`src/rtl/kwake_pkg.sv`:
```
package kwake_pkg;
  localparam int unsigned KW_NSEQ = 3;

  typedef struct packed {
    logic [KW_NSEQ-1:0] seqHit;
    logic               anyHit;
    logic               mouseHit;
  } kwStrobe_t;
endpackage

```
`src/rtl/kwake_ctrl.sv`:
```
module kwake_ctrl
  import kwake_pkg::*;
#(
  parameter int unsigned DEPTH   = 8,
  parameter int unsigned DELTA_W = 9,
  parameter int unsigned BTN_W   = 3,
  localparam int unsigned PW     = $clog2(DEPTH)
) (
  input  logic                        clk,
  input  logic                        rstN,
  input  logic                        byteValid,
  input  logic [KW_NSEQ-1:0]          eqPos,
  input  logic [KW_NSEQ-1:0]          eqFirst,
  input  logic [KW_NSEQ-1:0][PW-1:0]  seqLenM1,
  input  logic [KW_NSEQ-1:0]          seqEn,
  input  logic                        anyEn,
  input  logic                        moveEn,
  input  logic                        clickEn,
  input  logic                        mouseValid,
  input  logic [DELTA_W-1:0]          mouseDx,
  input  logic [DELTA_W-1:0]          mouseDy,
  input  logic [BTN_W-1:0]            mouseBtn,
  output logic [KW_NSEQ-1:0][PW-1:0]  posIdx,
  output kwStrobe_t                   strobe
);
  logic [KW_NSEQ-1:0] seqHitV;
  logic [BTN_W-1:0]   prevBtn;
  logic               moved;
  logic               clicked;

  for (genvar s = 0; s < KW_NSEQ; s++) begin : g_seq
    logic [PW-1:0] posQ;
    logic [PW-1:0] posD;
    logic          hit;

    always_comb begin
      posD = posQ;
      hit  = 1'b0;
      if (!seqEn[s]) begin
        posD = '0;
      end else if (byteValid) begin
        if (eqPos[s]) begin
          if (posQ >= seqLenM1[s]) begin
            hit  = 1'b1;
            posD = '0;
          end else begin
            posD = posQ + PW'(1);
          end
        end else if (eqFirst[s]) begin
          posD = PW'(1);
        end else begin
          posD = '0;
        end
      end
    end

    always_ff @(posedge clk or negedge rstN) begin
      if (!rstN) posQ <= '0;
      else       posQ <= posD;
    end

    assign posIdx[s]  = posQ;
    assign seqHitV[s] = hit;
  end

  always_ff @(posedge clk or negedge rstN) begin
    if (!rstN)           prevBtn <= '0;
    else if (mouseValid) prevBtn <= mouseBtn;
  end

  assign moved   = (|mouseDx) || (|mouseDy);
  assign clicked = |(mouseBtn & ~prevBtn);

  always_comb begin
    strobe.seqHit   = seqHitV;
    strobe.anyHit   = byteValid && anyEn;
    strobe.mouseHit = mouseValid && ((moveEn && moved) || (clickEn && clicked));
  end


  click_edge_chk: assert property (@(posedge clk) disable iff (!rstN)
    (mouseValid && $past(mouseValid) && (mouseBtn == $past(mouseBtn)) && clickEn && !moveEn)
      |-> !strobe.mouseHit);
endmodule

```
`src/rtl/kwake_dpath.sv`:
```
module kwake_dpath
  import kwake_pkg::*;
#(
  parameter int unsigned DEPTH  = 8,
  parameter int unsigned BYTE_W = 8,
  localparam int unsigned PW        = $clog2(DEPTH),
  localparam int unsigned CTRL_BASE = KW_NSEQ * DEPTH,
  localparam int unsigned MODE_ADDR = CTRL_BASE + KW_NSEQ,
  localparam int unsigned CLR_ADDR  = MODE_ADDR + 1,
  localparam int unsigned ADDR_W    = $clog2(CLR_ADDR + 1),
  localparam int unsigned STAT_W    = KW_NSEQ + 2
) (
  input  logic                        clk,
  input  logic                        rstN,
  input  logic                        cfgWrEn,
  input  logic [ADDR_W-1:0]           cfgAddr,
  input  logic [BYTE_W-1:0]           cfgWrData,
  input  logic                        byteValid,
  input  logic [BYTE_W-1:0]           byteData,
  input  logic [KW_NSEQ-1:0][PW-1:0]  posIdx,
  input  kwStrobe_t                   strobe,
  output logic [KW_NSEQ-1:0]          eqPos,
  output logic [KW_NSEQ-1:0]          eqFirst,
  output logic [KW_NSEQ-1:0][PW-1:0]  seqLenM1,
  output logic [KW_NSEQ-1:0]          seqEn,
  output logic                        anyEn,
  output logic                        moveEn,
  output logic                        clickEn,
  output logic [KW_NSEQ-1:0]          seqPulse,
  output logic [STAT_W-1:0]           statusBits,
  output logic                        wakeReq
);
  logic [BYTE_W-1:0] seqMem [KW_NSEQ][DEPTH];
  logic [STAT_W-1:0] statusQ;
  logic [STAT_W-1:0] setMask;
  logic [STAT_W-1:0] clrMask;
  logic [STAT_W-1:0] enMask;
  logic              clrWrite;

  assign clrWrite = cfgWrEn && (cfgAddr == ADDR_W'(CLR_ADDR));
  assign clrMask  = clrWrite ? cfgWrData[STAT_W-1:0] : '0;
  assign setMask  = {strobe.mouseHit, strobe.anyHit, strobe.seqHit};

  always_ff @(posedge clk or negedge rstN) begin
    if (!rstN) begin
      for (int s = 0; s < KW_NSEQ; s++) begin
        for (int i = 0; i < DEPTH; i++) seqMem[s][i] <= '0;
      end
      seqLenM1 <= '0;
      seqEn    <= '0;
      anyEn    <= 1'b0;
      moveEn   <= 1'b0;
      clickEn  <= 1'b0;
      statusQ  <= '0;
      seqPulse <= '0;
    end else begin
      if (cfgWrEn) begin
        for (int s = 0; s < KW_NSEQ; s++) begin
          for (int i = 0; i < DEPTH; i++) begin
            if (cfgAddr == ADDR_W'(s * DEPTH + i)) seqMem[s][i] <= cfgWrData;
          end
          if (cfgAddr == ADDR_W'(CTRL_BASE + s)) begin
            seqLenM1[s] <= cfgWrData[PW-1:0];
            seqEn[s]    <= cfgWrData[BYTE_W-1];
          end
        end
        if (cfgAddr == ADDR_W'(MODE_ADDR)) begin
          anyEn   <= cfgWrData[0];
          moveEn  <= cfgWrData[1];
          clickEn <= cfgWrData[2];
        end
      end
      statusQ  <= (statusQ & ~clrMask) | setMask;
      seqPulse <= strobe.seqHit;
    end
  end

  for (genvar s = 0; s < KW_NSEQ; s++) begin : g_cmp
    assign eqPos[s]   = (seqMem[s][posIdx[s]] == byteData);
    assign eqFirst[s] = (seqMem[s][0] == byteData);


    hit_after_byte_chk: assert property (@(posedge clk) disable iff (!rstN)
      seqPulse[s] |-> $past(byteValid));

    hit_needs_enable_chk: assert property (@(posedge clk) disable iff (!rstN)
      seqPulse[s] |-> $past(seqEn[s]));
  end

  for (genvar b = 0; b < STAT_W; b++) begin : g_stat

    status_sticky_chk: assert property (@(posedge clk) disable iff (!rstN)
      (statusQ[b] && !(clrWrite && cfgWrData[b])) |=> statusQ[b]);
  end

  assign enMask     = {moveEn | clickEn, anyEn, seqEn};
  assign statusBits = statusQ;
  assign wakeReq    = |(statusQ & enMask);


  wake_source_chk: assert property (@(posedge clk) disable iff (!rstN)
    wakeReq |-> (statusQ != '0));

  any_key_set_chk: assert property (@(posedge clk) disable iff (!rstN)
    (byteValid && anyEn) |=> statusQ[KW_NSEQ]);
endmodule

```
`src/rtl/kbd_wake_top.sv`:
```
module kbd_wake_top
  import kwake_pkg::*;
#(
  parameter int unsigned DEPTH   = 8,
  parameter int unsigned BYTE_W  = 8,
  parameter int unsigned DELTA_W = 9,
  parameter int unsigned BTN_W   = 3,
  localparam int unsigned PW     = $clog2(DEPTH),
  localparam int unsigned ADDR_W = $clog2(KW_NSEQ * DEPTH + KW_NSEQ + 2),
  localparam int unsigned STAT_W = KW_NSEQ + 2
) (
  input  logic               clk,
  input  logic               rstN,
  input  logic               cfgWrEn,
  input  logic [ADDR_W-1:0]  cfgAddr,
  input  logic [BYTE_W-1:0]  cfgWrData,
  input  logic               keyValid,
  input  logic [BYTE_W-1:0]  keyByte,
  input  logic               mouseValid,
  input  logic [DELTA_W-1:0] mouseDx,
  input  logic [DELTA_W-1:0] mouseDy,
  input  logic [BTN_W-1:0]   mouseBtn,
  output logic [KW_NSEQ-1:0] seqPulse,
  output logic [STAT_W-1:0]  statusBits,
  output logic               wakeReq
);
  logic [KW_NSEQ-1:0]         eqPos;
  logic [KW_NSEQ-1:0]         eqFirst;
  logic [KW_NSEQ-1:0][PW-1:0] seqLenM1;
  logic [KW_NSEQ-1:0][PW-1:0] posIdx;
  logic [KW_NSEQ-1:0]         seqEn;
  logic                       anyEn;
  logic                       moveEn;
  logic                       clickEn;
  kwStrobe_t                  strobe;

  kwake_ctrl #(.DEPTH(DEPTH), .DELTA_W(DELTA_W), .BTN_W(BTN_W)) u_ctrl (
    .clk(clk), .rstN(rstN), .byteValid(keyValid),
    .eqPos(eqPos), .eqFirst(eqFirst), .seqLenM1(seqLenM1), .seqEn(seqEn),
    .anyEn(anyEn), .moveEn(moveEn), .clickEn(clickEn),
    .mouseValid(mouseValid), .mouseDx(mouseDx), .mouseDy(mouseDy),
    .mouseBtn(mouseBtn), .posIdx(posIdx), .strobe(strobe)
  );

  kwake_dpath #(.DEPTH(DEPTH), .BYTE_W(BYTE_W)) u_dpath (
    .clk(clk), .rstN(rstN), .cfgWrEn(cfgWrEn), .cfgAddr(cfgAddr),
    .cfgWrData(cfgWrData), .byteValid(keyValid), .byteData(keyByte),
    .posIdx(posIdx), .strobe(strobe), .eqPos(eqPos), .eqFirst(eqFirst),
    .seqLenM1(seqLenM1), .seqEn(seqEn), .anyEn(anyEn), .moveEn(moveEn),
    .clickEn(clickEn), .seqPulse(seqPulse), .statusBits(statusBits),
    .wakeReq(wakeReq)
  );
endmodule

```
`config.mk`:
```
export PLATFORM = sky130hd
export DESIGN_NAME = kbd_wake_top
export DESIGN_NICKNAME = d
export VERILOG_FILES = /design/src/rtl/kwake_pkg.sv /design/src/rtl/kwake_ctrl.sv /design/src/rtl/kwake_dpath.sv /design/src/rtl/kbd_wake_top.sv
export SDC_FILE = /design/constraint.sdc
export NUM_CORES = 1
export LEC_CHECK = 0
export CORE_ASPECT_RATIO = 1.75
export CORE_MARGIN = 8
export CORE_UTILIZATION = 61
export CTS_CLUSTER_DIAMETER = 50
export DETAILED_ROUTE_END_ITERATION = 10
export HOLD_SLACK_MARGIN = 0.02
export PLACE_DENSITY = 0.89
export SLEW_MARGIN = 30
export SYNTH_ARGS = -nofsm -noshare
export SYNTH_HDL_FRONTEND = slang
export SYNTH_HIERARCHICAL = 1
export SYNTH_SLANG_ARGS = --single-unit
```
`constraint.sdc`:
```
create_clock -name clk -period 2.9 [get_ports clk]
set_input_delay 0.58 -clock clk [delete_from_list [all_inputs] [get_ports clk]]
set_output_delay 0.58 -clock clk [all_outputs]
set_load 0.01 [all_outputs]
```
==> impl_metrics.json, run 1 <==
{
  "outcome": "finished clean",
  "p_switching_mw": 2.154,
  "drive_gt1_share_pct": 38.16,
  "synth_fp_nets": 879,
  "die_h_um": 195.6,
  "drtPass1Iterations": 5,
  "synth_warnings": 6,
  "synth_top_cell_area_share_pct": 50.50,
  "drv_cap": 0,
  "dp_slack_ns": 0.1689,
  "report.final.slew_viol_count": 0,
  "tightest_slew_ns": 0.8260,
  "r2r-end": "u_ctrl/g_seq[1].posQ[0]$_DFFE_PN0P_",
  "grt_pass1_wl_um": 43460,
  "switching_share_pct": 25.63,
  "cp_slowest_cell": "dfrtp_2",
  "n_fill_cell": 1147,
  "grt.total_usage_pct": 23.81,
  "start_util_pct": 62.30,
  "rr_worst_depth": 9,
  "crit_top_cell": "buf_4",
  "grt.busiest_layer": "met2",
  "ios": 56,
  "antenna_found_initial": 0,
  "fin_ws_ns": 0.1935,
  "max_slew_margin_pct": 44.76,
  "gp_congestion": 0.8645,
  "nets": 959,
  "p_comb_share_pct": 17.9,
  "ys.flop_type": "dfrtp_1",
  "final_cell_mix": "mux2_2, dfrtp_1, clkdlybuf4s50_1",
  "fin_crit_ns": 2.706,
  "synth_top_area_cell": "dfrtp_1",
  "rsz0062_at_grt": "false",
  "hpwl_um": 19230,
  "cts-htree-levels": 1,
  "p_int_mw": 6.252,
  "grt_use_met2_pct": 43.94,
  "synthDistinctLibCells": 48,
  "dieWidth_um": 118.7,
  "clkPwrFrac_pct": 33.1,
  "grt_max_degree": 86,
  "cts_buffers": 21,
  "tns_ns": 0,
  "drt_wl_total_um": 27510,
  "grt_overflow": 0,
  "synth_area_per_cell_um2": 13.72,
  "cts.sinks": 227,
  "cp_num_cells": 9,
  "crit_required_ns": 3.26,
  "insertion_delay_ns": 0.49,
  "num_vias": 7230,
  "p_seq_share_pct": 49.0,
  "cts_root_buf": "clkbuf_16",
  "yosysSeqAreaShare_pct": 50.50,
  "clk_pin_slew_ns": 0.06,
  "cp.arrival_ns": 3.07,
  "reg2reg_from": "u_ctrl/g_seq[1].posQ[0]$_DFFE_PN0P_",
  "place.port_buffers": 55,
  "fin_worst_skew_ns": 0.007444,
  "ys_ff_latch": 227,
  "postRouteAntennaNets": 0,
  "period_share_pct": 93.33,
  "via_per_inst": 6.309,
  "worstSetupPathType": "flop to flop",
  "power_density_mw_per_mm2": 647.1,
  "syn_area_mm2": 0.01125,
  "crit_path_start": "u_ctrl/g_seq[1].posQ[0]$_DFFE_PN0P_",
  "synthTopCellsByArea": "dfrtp_1, mux2_2, mux4_2",
  "critPathTopFamily": "compound AO/OA/AOI/OAI gates",
  "cp-end-kind": "flop",
  "die_area_mm2": 0.02321,
  "setup.worst_path.start_class": "flop",
  "clock_path_buffers": 3,
  "leakagePower_nw": 5.647,
  "vdd_ir_drop_max_v": 0.0005577,
  "synth_edf_count": 0,
  "cp_max_fo": 17,
  "drtIter0Drc": 542,
  "crit_end": "u_ctrl/g_seq[1].posQ[0]$_DFFE_PN0P_",
  "critical_path.cell_chain": "buf_4 -> mux2_2 -> o22ai_1 -> a221oi_1 -> xor2_1 -> nor4_1 -> buf_4 -> o2111ai_1 -> a31oi_1",
  "num_rows": 65,
  "n_antenna_cell": 0,
  "setup_viol": 0,
  "synthesis.instances": 820,
  "synth-async-reset-ratio_pct": 100.0,
  "worstHoldPathType": "input port to async pin",
  "hold_viol": 0,
  "fmax_ghz": 0.3695,
  "wire_per_inst_um": 24.00,
  "grtUsageMet3_pct": 3.004,
  "syn_to_final_growth_pct": 15.48,
  "slowest_delay_ns": 0.51,
  "drc": 0,
  "rrSetupSlack_ns": 0.19,
  "grt_pass1_vias": 8021,
  "cts_tree": "yes",
  "cp_num_buf_inv": 2,
  "core_mm2": 0.01805,
  "use_met1_pct": 24.62
}
==> logic make-up after synthesis <==
kind of cell	count (synthesis)	synth area share (%)
AO/OA/AOI/OAI	59	3.860
XOR/XNOR	45	3.504
multiplexers	292	32.02
buffers and inverters	68	2.881
adder cells (fa/ha/maj)	12	1.335
AND/OR/NAND/NOR	117	5.895
flip-flops	227	50.50
==> layer usage <==
metal  wire [um]  vias up
met5           0        -
met4        1764        0
met3         971      100
met2       15050      228
met1        9719     3737
li1            -     3165
==> area by class of cell <==
class                   count  area [um2]  share of cell area (%)
flip-flops and latches    227        5683                   43.75
multi-input cells         525        5244                   40.37
repair buffers            112        1033                   7.956
clock buffers              30       609.3                   4.691
well taps                 234       292.8                   2.254
clock inverters             5       78.83                  0.6068
inverters                  13       48.80                  0.3756
==> worst min path at each step <==
| stage | to | start | slack [ns] |
|---|---|---|---|
| after floorplan | u_ctrl/g_seq[0].posQ[0]$_DFFE_PN0P_ | rstN | 0.28 |
| after global placement | u_dpath/seqMem[136]$_DFFE_PN0P_ | u_dpath/seqMem[136]$_DFFE_PN0P_ | 0.48 |
| after detailed placement | u_dpath/seqMem[138]$_DFFE_PN0P_ | u_dpath/seqMem[138]$_DFFE_PN0P_ | 0.49 |
| after CTS | u_dpath/statusBits[2]$_DFF_PN0_ | rstN | 0.10 |
| after global routing | u_dpath/statusBits[2]$_DFF_PN0_ | rstN | 0.12 |
| final | u_dpath/statusBits[2]$_DFF_PN0_ | rstN | 0.07 |
==> flip-flops by register name, indices dropped and copies added (netlist names) <==
register	cells
u_dpath/seqMem	192
u_ctrl/g_seq.posQ	9
u_dpath/seqLenM1	9
u_dpath/statusBits	5
u_ctrl/prevBtn	3
u_dpath/seqEn	3
u_dpath/seqPulse	3
u_dpath/anyEn	1
u_dpath/clickEn	1
u_dpath/moveEn	1
==> cells in the mapped netlist (3+ instances only) <==
cell,count
dfrtp_1,227
mux2_2,225
mux2i_1,37
nand2_1,33
clkbuf_1,28
mux4_2,24
xnor2_1,24
xor2_1,21
nor2_1,17
buf_2,13
inv_1,13
nor2b_1,13
ha_1,12
nand2b_1,11
buf_4,9
o21ai_0,9
a31oi_1,7
nand4_1,7
a221oi_1,6
and4_1,6
mux4_1,6
o2111ai_1,6
o22ai_1,6
a21o_1,5
nand3_1,5
nor4_1,5
a21oi_1,4
nor4_2,4
a22oi_1,3
buf_1,3
nand3b_1,3
nand4b_1,3
nor3_2,3
==> power groups by stage <==
stage / sequential [mW] / combinational (mW) / clock (mW)
floorplan: 4.01 / 1.09 / 0
global placement: 4.12 / 1.42 / 0
detailed placement: 4.15 / 1.48 / 0
CTS: 4.11 / 1.51 / 2.83
global route: 4.18 / 1.62 / 2.95
finish: 4.12 / 1.50 / 2.78
==> worst register-to-register path, stage by stage (launching register included) <==
cell       delay [ns]
dfrtp_2          0.51
buf_4            0.32
mux2_2           0.37
o22ai_1          0.26
a221oi_1         0.10
xor2_1           0.17
nor4_1           0.24
buf_4            0.18
o2111ai_1        0.10
a31oi_1          0.34
==> what timing repair did <==
| item | CTS | global route |
|---|---|---|
| setup endpoints to repair | 0 | 1 |
| buffers inserted | 0 | 0 |
| gates resized for setup | 0 | 2 |
| hold buffers | 0 | 0 |
==> per-stage QoR <==
stage	hold slack [ns]	total power, mW	cells	area [um2]	util (%)
6_report	0.07369	8.406	1146	12990	71.95
5_1_grt	0.1189	8.746	1146	12990	71.95
4_1_cts	0.1046	8.450	1146	12990	71.93
3_5_place_dp	0.4878	5.635	1111	12300	68.12
3_3_place_gp	0.4808	5.534	1111	12300	68.12
2_1_floorplan	0.2844	5.101	820	11250	-
No activity file was read; power rests on OpenSTA's default activity.
==> run 2: changes to the inputs <==
--- a/config.mk
+++ b/config.mk
@@ -12,6 +12,7 @@
 export DETAILED_ROUTE_END_ITERATION = 10
 export HOLD_SLACK_MARGIN = 0.02
 export PLACE_DENSITY = 0.89
+export SETUP_SLACK_MARGIN = 0.05
 export SLEW_MARGIN = 30
 export SYNTH_ARGS = -nofsm -noshare
 export SYNTH_HDL_FRONTEND = slang
==> results of run 2 <==
Final layout, timing and power as in run 1 (identical DEF).
